===== config.mk =====
export PLATFORM = sky130hd
export DESIGN_NAME = stack_ext_unit
export DESIGN_NICKNAME = d
export VERILOG_FILES = /design/src/rtl/stk_pkg.sv /design/src/rtl/stk_ptr.sv /design/src/rtl/stk_seq.sv /design/src/rtl/stack_ext_unit.sv
export SDC_FILE = /design/constraint.sdc
export NUM_CORES = 1
export LEC_CHECK = 0
export BUFFER_PORTS_ARGS = -buffer_cell sky130_fd_sc_hd__buf_2
export CORE_MARGIN = 2
export CORE_UTILIZATION = 48
export CTS_CLUSTER_DIAMETER = 40
export DETAILED_ROUTE_END_ITERATION = 8
export PLACE_DENSITY = 0.81
export SYNTH_ARGS = -nofsm -noshare
export SYNTH_HDL_FRONTEND = slang
export SYNTH_SLANG_ARGS = --single-unit

===== constraint.sdc =====
create_clock -name clk -period 2.3 [get_ports clk]
set_input_delay 0.115 -clock clk [delete_from_list [all_inputs] [get_ports clk]]
set_output_delay 0.115 -clock clk [all_outputs]
set_load 0.05 [all_outputs]

===== src/rtl/stk_pkg.sv =====
// Shared definitions for the extended stack pointer unit.
// Assumes byte-wide stack storage.
package stk_pkg;
    localparam int unsigned BYTE_W = 8;

    // Frame sequencer states
    typedef enum logic [1:0] {
        SQ_IDLE = 2'd0,
        SQ_CALL = 2'd1,
        SQ_RET  = 2'd2,
        SQ_TAIL = 2'd3
    } seq_state_t;
endpackage


===== src/rtl/stk_ptr.sv =====
// Stack pointer plus extension register, with address generation.
// Does: pre-increment on push, post-decrement on pop, and carry/borrow
// into the low XB extension bits when ext_en is set.
// Assumes: do_push and do_pop are never high together. Direct loads are
// only honoured in cycles without a transfer.
module stk_ptr #(
    parameter int SP_W   = 8,
    parameter int XB     = 2,
    parameter int ADDR_W = 12,
    parameter logic [SP_W-1:0] SP_RST  = 8'h07,
    parameter logic [SP_W-1:0] EXT_RST = 8'hFC
) (
    input  logic              clk,
    input  logic              rst_n,
    input  logic              ext_en,
    input  logic              do_push,
    input  logic              do_pop,
    input  logic              wr_sp,
    input  logic              wr_ext,
    input  logic [SP_W-1:0]   wr_data,
    output logic [SP_W-1:0]   sp,
    output logic [SP_W-1:0]   ext,
    output logic [ADDR_W-1:0] push_addr,
    output logic [ADDR_W-1:0] pop_addr
);
    localparam int PAD_W = ADDR_W - XB - SP_W;
    localparam int NAR_W = ADDR_W - SP_W;

    logic [SP_W-1:0] sp_up, sp_dn;
    logic [XB-1:0]   xi_up, xi_dn;
    logic            wrap_up, wrap_dn;

    // Next pointer values and the addresses they form
    always_comb begin
        sp_up   = sp + 1'b1;
        sp_dn   = sp - 1'b1;
        wrap_up = ext_en && (sp == '1);
        wrap_dn = ext_en && (sp == '0);
        xi_up   = ext[XB-1:0] + XB'(wrap_up);
        xi_dn   = ext[XB-1:0] - XB'(wrap_dn);
        if (ext_en) begin
            push_addr = {{PAD_W{1'b0}}, xi_up, sp_up};
            pop_addr  = {{PAD_W{1'b0}}, ext[XB-1:0], sp};
        end else begin
            push_addr = {{NAR_W{1'b0}}, sp_up};
            pop_addr  = {{NAR_W{1'b0}}, sp};
        end
    end

    // Register update: transfers first, then direct loads
    always_ff @(posedge clk) begin
        if (!rst_n) begin
            sp  <= SP_RST;
            ext <= EXT_RST;
        end else if (do_push) begin
            sp          <= sp_up;
            ext[XB-1:0] <= xi_up;
        end else if (do_pop) begin
            sp          <= sp_dn;
            ext[XB-1:0] <= xi_dn;
        end else begin
            if (wr_sp)  sp  <= wr_data;
            if (wr_ext) ext <= wr_data;
        end
    end
endmodule


===== src/rtl/stk_seq.sv =====
// Request arbiter and call/return frame sequencer.
// Does: serves one single-byte request per idle cycle (call > ret > push >
// pop), and runs call and return frames one byte per clock.
// Assumes: mem_rdata is valid in the same cycle as do_pop.
module stk_seq
    import stk_pkg::*;
#(
    parameter int PC_W   = 24,
    parameter int BASE_B = 2
) (
    input  logic            clk,
    input  logic            rst_n,
    input  logic            flat,
    input  logic            push_req,
    input  logic [BYTE_W-1:0] push_data,
    input  logic            pop_req,
    input  logic            call_req,
    input  logic            call_irq,
    input  logic [PC_W-1:0] call_pc,
    input  logic [PC_W-1:0] call_target,
    input  logic            ret_req,
    input  logic [BYTE_W-1:0] mem_rdata,
    output logic            do_push,
    output logic            do_pop,
    output logic [BYTE_W-1:0] wdata,
    output logic            busy,
    output logic            done,
    output logic [PC_W-1:0] pc_out,
    output logic            pop_valid,
    output logic [BYTE_W-1:0] pop_data
);
    localparam int NB = PC_W / BYTE_W;
    localparam int IW = $clog2(NB + 1);

    seq_state_t                     state;
    logic [IW-1:0]                  idx, nb, ret_pos;
    logic                           flat_q, irq_q, idle, last;
    logic [PC_W-1:0]                pc_q, tgt_q;
    logic [NB-1:0][BYTE_W-1:0]      rbytes;

    // Strobe arbitration and current frame position
    always_comb begin
        idle    = (state == SQ_IDLE);
        last    = (idx == nb - 1'b1);
        ret_pos = nb - 1'b1 - idx;
        busy    = !idle;
        do_push = idle ? (push_req && !call_req && !ret_req) : (state == SQ_CALL);
        do_pop  = idle ? (pop_req && !push_req && !call_req && !ret_req)
                       : (state == SQ_RET);
        wdata   = idle ? push_data : pc_q[BYTE_W*int'(idx) +: BYTE_W];
    end

    // Frame state machine, result assembly and single-pop capture
    always_ff @(posedge clk) begin
        if (!rst_n) begin
            state     <= SQ_IDLE;
            idx       <= '0;
            nb        <= '0;
            flat_q    <= 1'b0;
            irq_q     <= 1'b0;
            pc_q      <= '0;
            tgt_q     <= '0;
            rbytes    <= '0;
            done      <= 1'b0;
            pc_out    <= '0;
            pop_valid <= 1'b0;
            pop_data  <= '0;
        end else begin
            done      <= 1'b0;
            pop_valid <= idle && do_pop;
            if (idle && do_pop) pop_data <= mem_rdata;
            case (state)
                SQ_IDLE: begin
                    idx    <= '0;
                    flat_q <= flat;
                    nb     <= flat ? IW'(NB) : IW'(BASE_B);
                    if (call_req) begin
                        pc_q  <= call_pc;
                        tgt_q <= call_target;
                        irq_q <= call_irq;
                        state <= SQ_CALL;
                    end else if (ret_req) begin
                        state <= SQ_RET;
                    end
                end
                SQ_CALL: begin
                    if (last) begin
                        state <= SQ_IDLE;
                        done  <= 1'b1;
                        for (int k = 0; k < NB; k++)
                            pc_out[BYTE_W*k +: BYTE_W] <=
                                (k < int'(nb) && !(irq_q && k >= BASE_B))
                                ? tgt_q[BYTE_W*k +: BYTE_W] : '0;
                    end else begin
                        idx <= idx + 1'b1;
                    end
                end
                SQ_RET: begin
                    rbytes[ret_pos] <= mem_rdata;
                    if (last) begin
                        if (flat_q) begin
                            state <= SQ_TAIL;
                        end else begin
                            state <= SQ_IDLE;
                            done  <= 1'b1;
                            for (int k = 0; k < NB; k++)
                                pc_out[BYTE_W*k +: BYTE_W] <=
                                    (k == 0) ? mem_rdata :
                                    (k < int'(nb)) ? rbytes[k] : '0;
                        end
                    end else begin
                        idx <= idx + 1'b1;
                    end
                end
                SQ_TAIL: begin
                    state  <= SQ_IDLE;
                    done   <= 1'b1;
                    pc_out <= rbytes;
                end
                default: state <= SQ_IDLE;
            endcase
        end
    end
endmodule


===== src/rtl/stack_ext_unit.sv =====
// Extended stack pointer unit: top level.
// Does: joins the pointer and the frame sequencer and drives the RAM strobes.
// Assumes: ext_en and flat_mode are static while a frame runs, and the RAM
// reads asynchronously.
module stack_ext_unit #(
    parameter int SP_W   = 8,
    parameter int XB     = 2,
    parameter int ADDR_W = 12,
    parameter int PC_W   = 24
) (
    input  logic              clk,
    input  logic              rst_n,
    input  logic              ext_en,
    input  logic              flat_mode,
    input  logic              push_req,
    input  logic [7:0]        push_data,
    input  logic              pop_req,
    input  logic              call_req,
    input  logic              call_irq,
    input  logic [PC_W-1:0]   call_pc,
    input  logic [PC_W-1:0]   call_target,
    input  logic              ret_req,
    input  logic              sp_wr,
    input  logic              ext_wr,
    input  logic [SP_W-1:0]   reg_wdata,
    input  logic [7:0]        mem_rdata,
    output logic [ADDR_W-1:0] mem_addr,
    output logic              mem_we,
    output logic              mem_re,
    output logic [7:0]        mem_wdata,
    output logic              mem_ext_sel,
    output logic [7:0]        pop_data,
    output logic              pop_valid,
    output logic              busy,
    output logic              done,
    output logic [PC_W-1:0]   pc_out,
    output logic [SP_W-1:0]   sp_q,
    output logic [SP_W-1:0]   ext_q
);
    logic              do_push, do_pop;
    logic [ADDR_W-1:0] push_addr, pop_addr;

    stk_seq #(.PC_W(PC_W)) u_seq (
        .clk(clk), .rst_n(rst_n), .flat(flat_mode),
        .push_req(push_req), .push_data(push_data), .pop_req(pop_req),
        .call_req(call_req), .call_irq(call_irq), .call_pc(call_pc),
        .call_target(call_target), .ret_req(ret_req), .mem_rdata(mem_rdata),
        .do_push(do_push), .do_pop(do_pop), .wdata(mem_wdata),
        .busy(busy), .done(done), .pc_out(pc_out),
        .pop_valid(pop_valid), .pop_data(pop_data)
    );

    stk_ptr #(.SP_W(SP_W), .XB(XB), .ADDR_W(ADDR_W)) u_ptr (
        .clk(clk), .rst_n(rst_n), .ext_en(ext_en),
        .do_push(do_push), .do_pop(do_pop),
        .wr_sp(sp_wr), .wr_ext(ext_wr), .wr_data(reg_wdata),
        .sp(sp_q), .ext(ext_q), .push_addr(push_addr), .pop_addr(pop_addr)
    );

    // RAM strobes and address select
    always_comb begin
        mem_we      = do_push;
        mem_re      = do_pop;
        mem_addr    = do_push ? push_addr : pop_addr;
        mem_ext_sel = ext_en;
    end
endmodule


Word level (Yosys, flattened, before mapping)
Index checks and enable logic that the tools add are counted.
- bits in registers: 130
- bits of input ports: 83
- output and inout bits: 74
- word-level logic and storage cells: 106
- add/sub/neg operators: 7
- $lt $le $gt $ge: 5
- eq/ne operators: 10
- shift operators: 1
- muxes and demuxes: 37
- bitwise logic cells: 2
- reduce and logical (&&, ||, !) cells: 27
- operators by type and width (kind ; count):
    $mux 8 ; 10
    $mux 24 ; 3
    $pmux 24 s3 ; 1
    $bwmux 24 ; 1
    $shiftx 24x6->8 ; 1
    $mux 10 ; 2
    $mux 2 ; 9
    $demux 8 s2 ; 1
    $mux 12 ; 1
    $logic_and 1x1->1 ; 10
    $reduce_bool 3->1 ; 3
    $add 8x1->8 const B ; 1
    $eq 8x8->1 const B ; 1
    $logic_not 8->1 ; 1
    $pmux 2 s4 ; 1
    $sub 8x1->8 const B ; 1
    $mux 1 ; 6
    $reduce_and 3->1 ; 2
    $logic_not 1->1 ; 5
    $eq 2x2->1 const B ; 2
    $lt 1x2->1 const A ; 2
    $ne 2x1->1 const B ; 2
    $ne 2x2->1 const B ; 2
    $pmux 2 s2 ; 1
    other kinds (18) ; 20

Depth between registers and ports, before layout
- depth after elaboration: 7
- depth in mapped cells: 11
- gate-level depth less buffers: 8

Hierarchy
Synthesis repeated with hierarchy kept, for this count alone.
- cells, all modules: 757
- area, all modules: 6518.8 um2
- modules (own cells, without submodules) (module ; times used ; cells each ; area an instance (um2)):
    stk_seq ; 1 ; 570 ; 4976.0
    stk_ptr ; 1 ; 173 ; 1351.3
    stack_ext_unit ; 1 ; 14 ; 191.4

Worst setup path after synthesis
Ideal clock, no wire load.
- kind: register -> output
- start point: reg u_ptr.sp[1]
- end point: out mem_addr[8]
- arrival time: 2849 ps
- data required time: 2185 ps
- setup slack: -664 ps
- stages on the path, launching flop included: 8
- path buffers: 0
- path through: dfxtp_1 > ha_1 > nand3_1 > nor2_1 > and4_1 > ha_1 > nand2_1 > a21boi_0
- cells in the longest elaborated chain, start to end: 5
- ends and longest elaborated chain (what ; RTL line ; source):
    start, declared ; stk_ptr.sv:21 ; output logic [SP_W-1:0] sp,
    start signal, assigned ; stk_ptr.sv:56 ; sp <= sp_up;
    start signal, assigned ; stk_ptr.sv:59 ; sp <= sp_dn;
    start signal, assigned ; stk_ptr.sv:62 ; if (wr_sp) sp <= wr_data;
    $eq 8x8->1 ; stk_ptr.sv:37 ; wrap_up = ext_en && (sp == '1);
    $logic_and 1x1->1 ; stk_ptr.sv:37 ;
    $add 2x1->2 ; stk_ptr.sv:39 ; xi_up = ext[XB-1:0] + XB'(wrap_up);
    $mux 10 ; stk_ptr.sv:41 ; if (ext_en) begin
    $mux 12 ; stack_ext_unit.sv:64 ; mem_addr = do_push ? push_addr : pop_addr;
    end, declared ; stack_ext_unit.sv:27 ; output logic [ADDR_W-1:0] mem_addr,
Every way passes these cells.

Final worst setup path
- start point: reg u_ptr.sp[1]
- end point: out mem_addr[9]
Same word-level chain as after synthesis.

==> metrics.csv <==
stage,metric,value,unit
floorplanning,die_area,0.0133,mm²
cts,cts-root-buf,clkbuf_16,
cts,cts_buffers,17,
cts,cts.sinks,129,
floorplanning,die_y,116,µm
setup_path,end_kind,primary output,
pwr,peakVddDrop,869,µV
global_route,grt.overflow.total,0,
timing,worst_slew_pin_slew,0.897,ns
layout,layout_common_cells,"146 x buf_2, 134 x nand2_1, 124 x dfxtp_1",
floorplanning,start_util,49.5,%
status,status,"complete, no violations",
detailed_routing,detail_route.iter0.violations,507,
detailed_routing,dr.pass1.iters,7,
global_route,grt_pass1_vias,5422,
floorplanning,io_pins,157,
setup_path,slowest_stage,dfxtp_4,
synthesis,synth_cell_type_count,68,
worst_hold_path,hp-class,input pin to flip-flop,
detailed_routing,postRouteAntennaNets,0,
pwr,p_leak,3.59,nW
layout,final_nets,1025,
timing,hold_viol,0,
placed_design,gp_congestion,0.878,
layout,n_fill_cell,989,
placed_design,port_buffers,154,
synthesis,postSynthCellCount,721,
job,drv_cap,0,
synthesis,synth_area,0.00597,mm²
synthesis,synth.avg_cell_area,8.28,µm²
setup_path,critPathBufInv,1,
cts,clockBufferDepth,2,
placed_design,place_hpwl,10700,µm
detailed_routing,wl_met2,8510,µm
timing,setup_viol,0,
timing,fin_setup_tns,0,ns
timing,relSlewSlack,39.8,%
layout,layout_commonest_cell,buf_2,
timing,maxSlewViolCount,0,
setup_path,required,2.18,ns
detailed_routing,dr.max_layer_used,met4,
cts,htreeDepth,4,
synthesis,synth_edf_count,0,
synthesis,synth_ff_type,dfxtp_1,
global_route,grt_use_total,25.3,%
setup_path,critPathKind,flip-flop to primary output,
cts,cts_tree,done,
setup_path,critical-path-top-delay-family,simple AND/OR/NAND/NOR gates,
floorplanning,die_w,116,µm
cts,clock_latency,0.42,ns
cts,path_clk_slew,0.06,ns
pwr,power_density,1140,mW/mm²
setup_path,critPathMaxFanout,6,
layout,multi_input_area,0.00314,mm²
setup_path,cpPeakStageDelay,0.39,ns
layout,diodes,0,
timing,finalCritPeriodShare,97.1,%
detailed_routing,drc,0,
layout,regArea,0.00259,mm²
synthesis,ys_warn_count,0,
global_route,grt_pass1_wl,26600,µm
synthesis,ys_seq_area_share,43.3,%
setup_path,worstSetupStartpointType,flip-flop,
detailed_routing,vias,6049,
timing,fmax,448,MHz
timing,finClkSkew,0.0119,ns
worst_hold_path,min_from,mem_rdata[6],
floorplanning,num_rows,40,
setup_path,worstPathArrival,2.12,ns
setup_path,r2r-start,u_seq.nb[0],
setup_path,worstPathCellList,ha_4 > nand3_2 > nor2_2 > and4_1 > ha_2 > nand2_1 > xnor2_1 > and2_2 > buf_6,
timing,fin_crit,2.23,ns
global_route,grt_max_degree,72,
synthesis,ys_async_sr_fraction,0,%
setup_path,crit_start,u_ptr.sp[1],
detailed_routing,m1WireLength,7320,µm
global_route,antenna_found_initial,0,
layout,area_growth,39.8,%
detailed_routing,route.met3.wl,1270,µm
detailed_routing,wl,17500,µm
floorplanning,core_area,0.0121,mm²
detailed_routing,wire_per_inst,15.8,µm
detailed_routing,viasPerCell,5.45,
synthesis,ys_ff_latch,129,
layout,drive_gt1_share,27.3,%
pwr,p_total,9.48,mW
## what timing repair did
action | 4_1_cts | 5_1_grt
buffers inserted | 0 | 10
resized for setup | 24 | 12
pin swaps | 2 | 5
hold buffers | 56 | 0
endpoints found under the hold margin | 56 | 0
endpoints found under the setup margin | 11 | 16
## path summary, 6_finish.rpt
check                                         to  slack [ns]  cells after the start
worst min register to register   u_seq.tgt_q[22]        0.45                      2
worst max-delay path                 mem_addr[9]        0.07                      9
worst max register to register  u_seq.rbytes[19]        0.15                      9
worst min-delay path             u_seq.rbytes[6]        0.02                      3
## report_power, final
part           total, mW  leakage (nW)  internal, mW  switching, mW
clock               2.79         0.299          1.82          0.973
combinational       3.85          2.23          1.23           2.62
sequential          2.84          1.06          2.60          0.239
## registers in the layout, indices dropped and copies added (netlist names), 2 cells and up
name,cells
u_ptr.ext,8
u_ptr.sp,8
u_seq.idx,2
u_seq.nb,2
u_seq.pc_out,24
u_seq.pc_q,24
u_seq.pop_data,8
u_seq.rbytes,24
u_seq.state,2
u_seq.tgt_q,24
## synth_stat cells (all sizes together), types with 2 or more instances
master | count | area [µm²]
a222oi | 8 | 80.1
xnor2 | 10 | 87.6
a211oi | 31 | 233
a221oi | 2 | 17.5
mux2i | 41 | 410
a22oi | 14 | 105
and2 | 3 | 18.8
o31ai | 2 | 20.0
dfxtp | 129 | 2580
xor2 | 3 | 33.8
nand3 | 4 | 20.0
a21o | 3 | 22.5
inv | 24 | 90.1
a22o | 4 | 35.0
o221ai | 3 | 26.3
nand2 | 134 | 503
nor3 | 7 | 46.3
o211ai | 2 | 15.0
a32oi | 4 | 35.0
mux2 | 2 | 26.3
clkbuf | 42 | 158
nor4 | 4 | 25.0
o22ai | 5 | 37.5
a21oi | 80 | 400
nor2 | 73 | 277
or3 | 5 | 32.5
or2 | 2 | 12.5
nor2b | 3 | 18.8
a32o | 2 | 20.0
nand4 | 4 | 25.0
ha | 13 | 163
buf | 16 | 103
a31oi | 2 | 12.5
o21ai | 20 | 100
## layer usage
layer	track usage (%)	vias up
met4	10.0	0
met1	32.2	2794
met2	41.6	279
met3	6.01	38
li1	-	2938
met5	0	-
## worst register-to-register path: cells and delay by family, from the launching register on
| family | cells | cell delay (ns) |
|---|---|---|
| adders and majority gates | 1 | 0.32 |
| and+or+nand+nor | 2 | 0.26 |
| muxes | 1 | 0.24 |
| buffers and inverters | 3 | 0.44 |
| DFF | 1 | 0.36 |
| xor gates and xnor gates | 2 | 0.40 |
## per-stage QoR
stage	setup WS (ns)	cell area (µm²)	util [%]	instances	hold slack [ns]
floorplan	-0.0355	6040	-	722	0.240
global placement	0.222	6980	57.9	1012	0.353
detailed placement	0.177	6980	57.9	1012	0.359
CTS	0.0108	8240	68.3	1100	0.00127
global route	-0.0159	8350	69.2	1110	0.0190
finish	0.0668	8350	69.2	1110	0.0178
## cells by family after synthesis
group                      Yosys count  synth area share (%)
buffers and inverters               83                  6.01
xor gates and xnor gates            13                  2.03
and+or+nand+nor                    249                  18.0
adders and majority gates           13                  2.72
DFF                                129                  43.3
AOI/OAI and AO/OA                  190                  20.6
other                                1                0.0628
muxes                               43                  7.31
## final cells by class
type,count,area share [%]
clock inverter,9,1.54
multi-input combinational,510,37.7
inverter,25,1.26
sequential,129,31.0
timing repair buffer,246,20.1
clock buffer,23,5.85
tap,168,2.52
No activity file was read; power rests on OpenSTA's default activity.
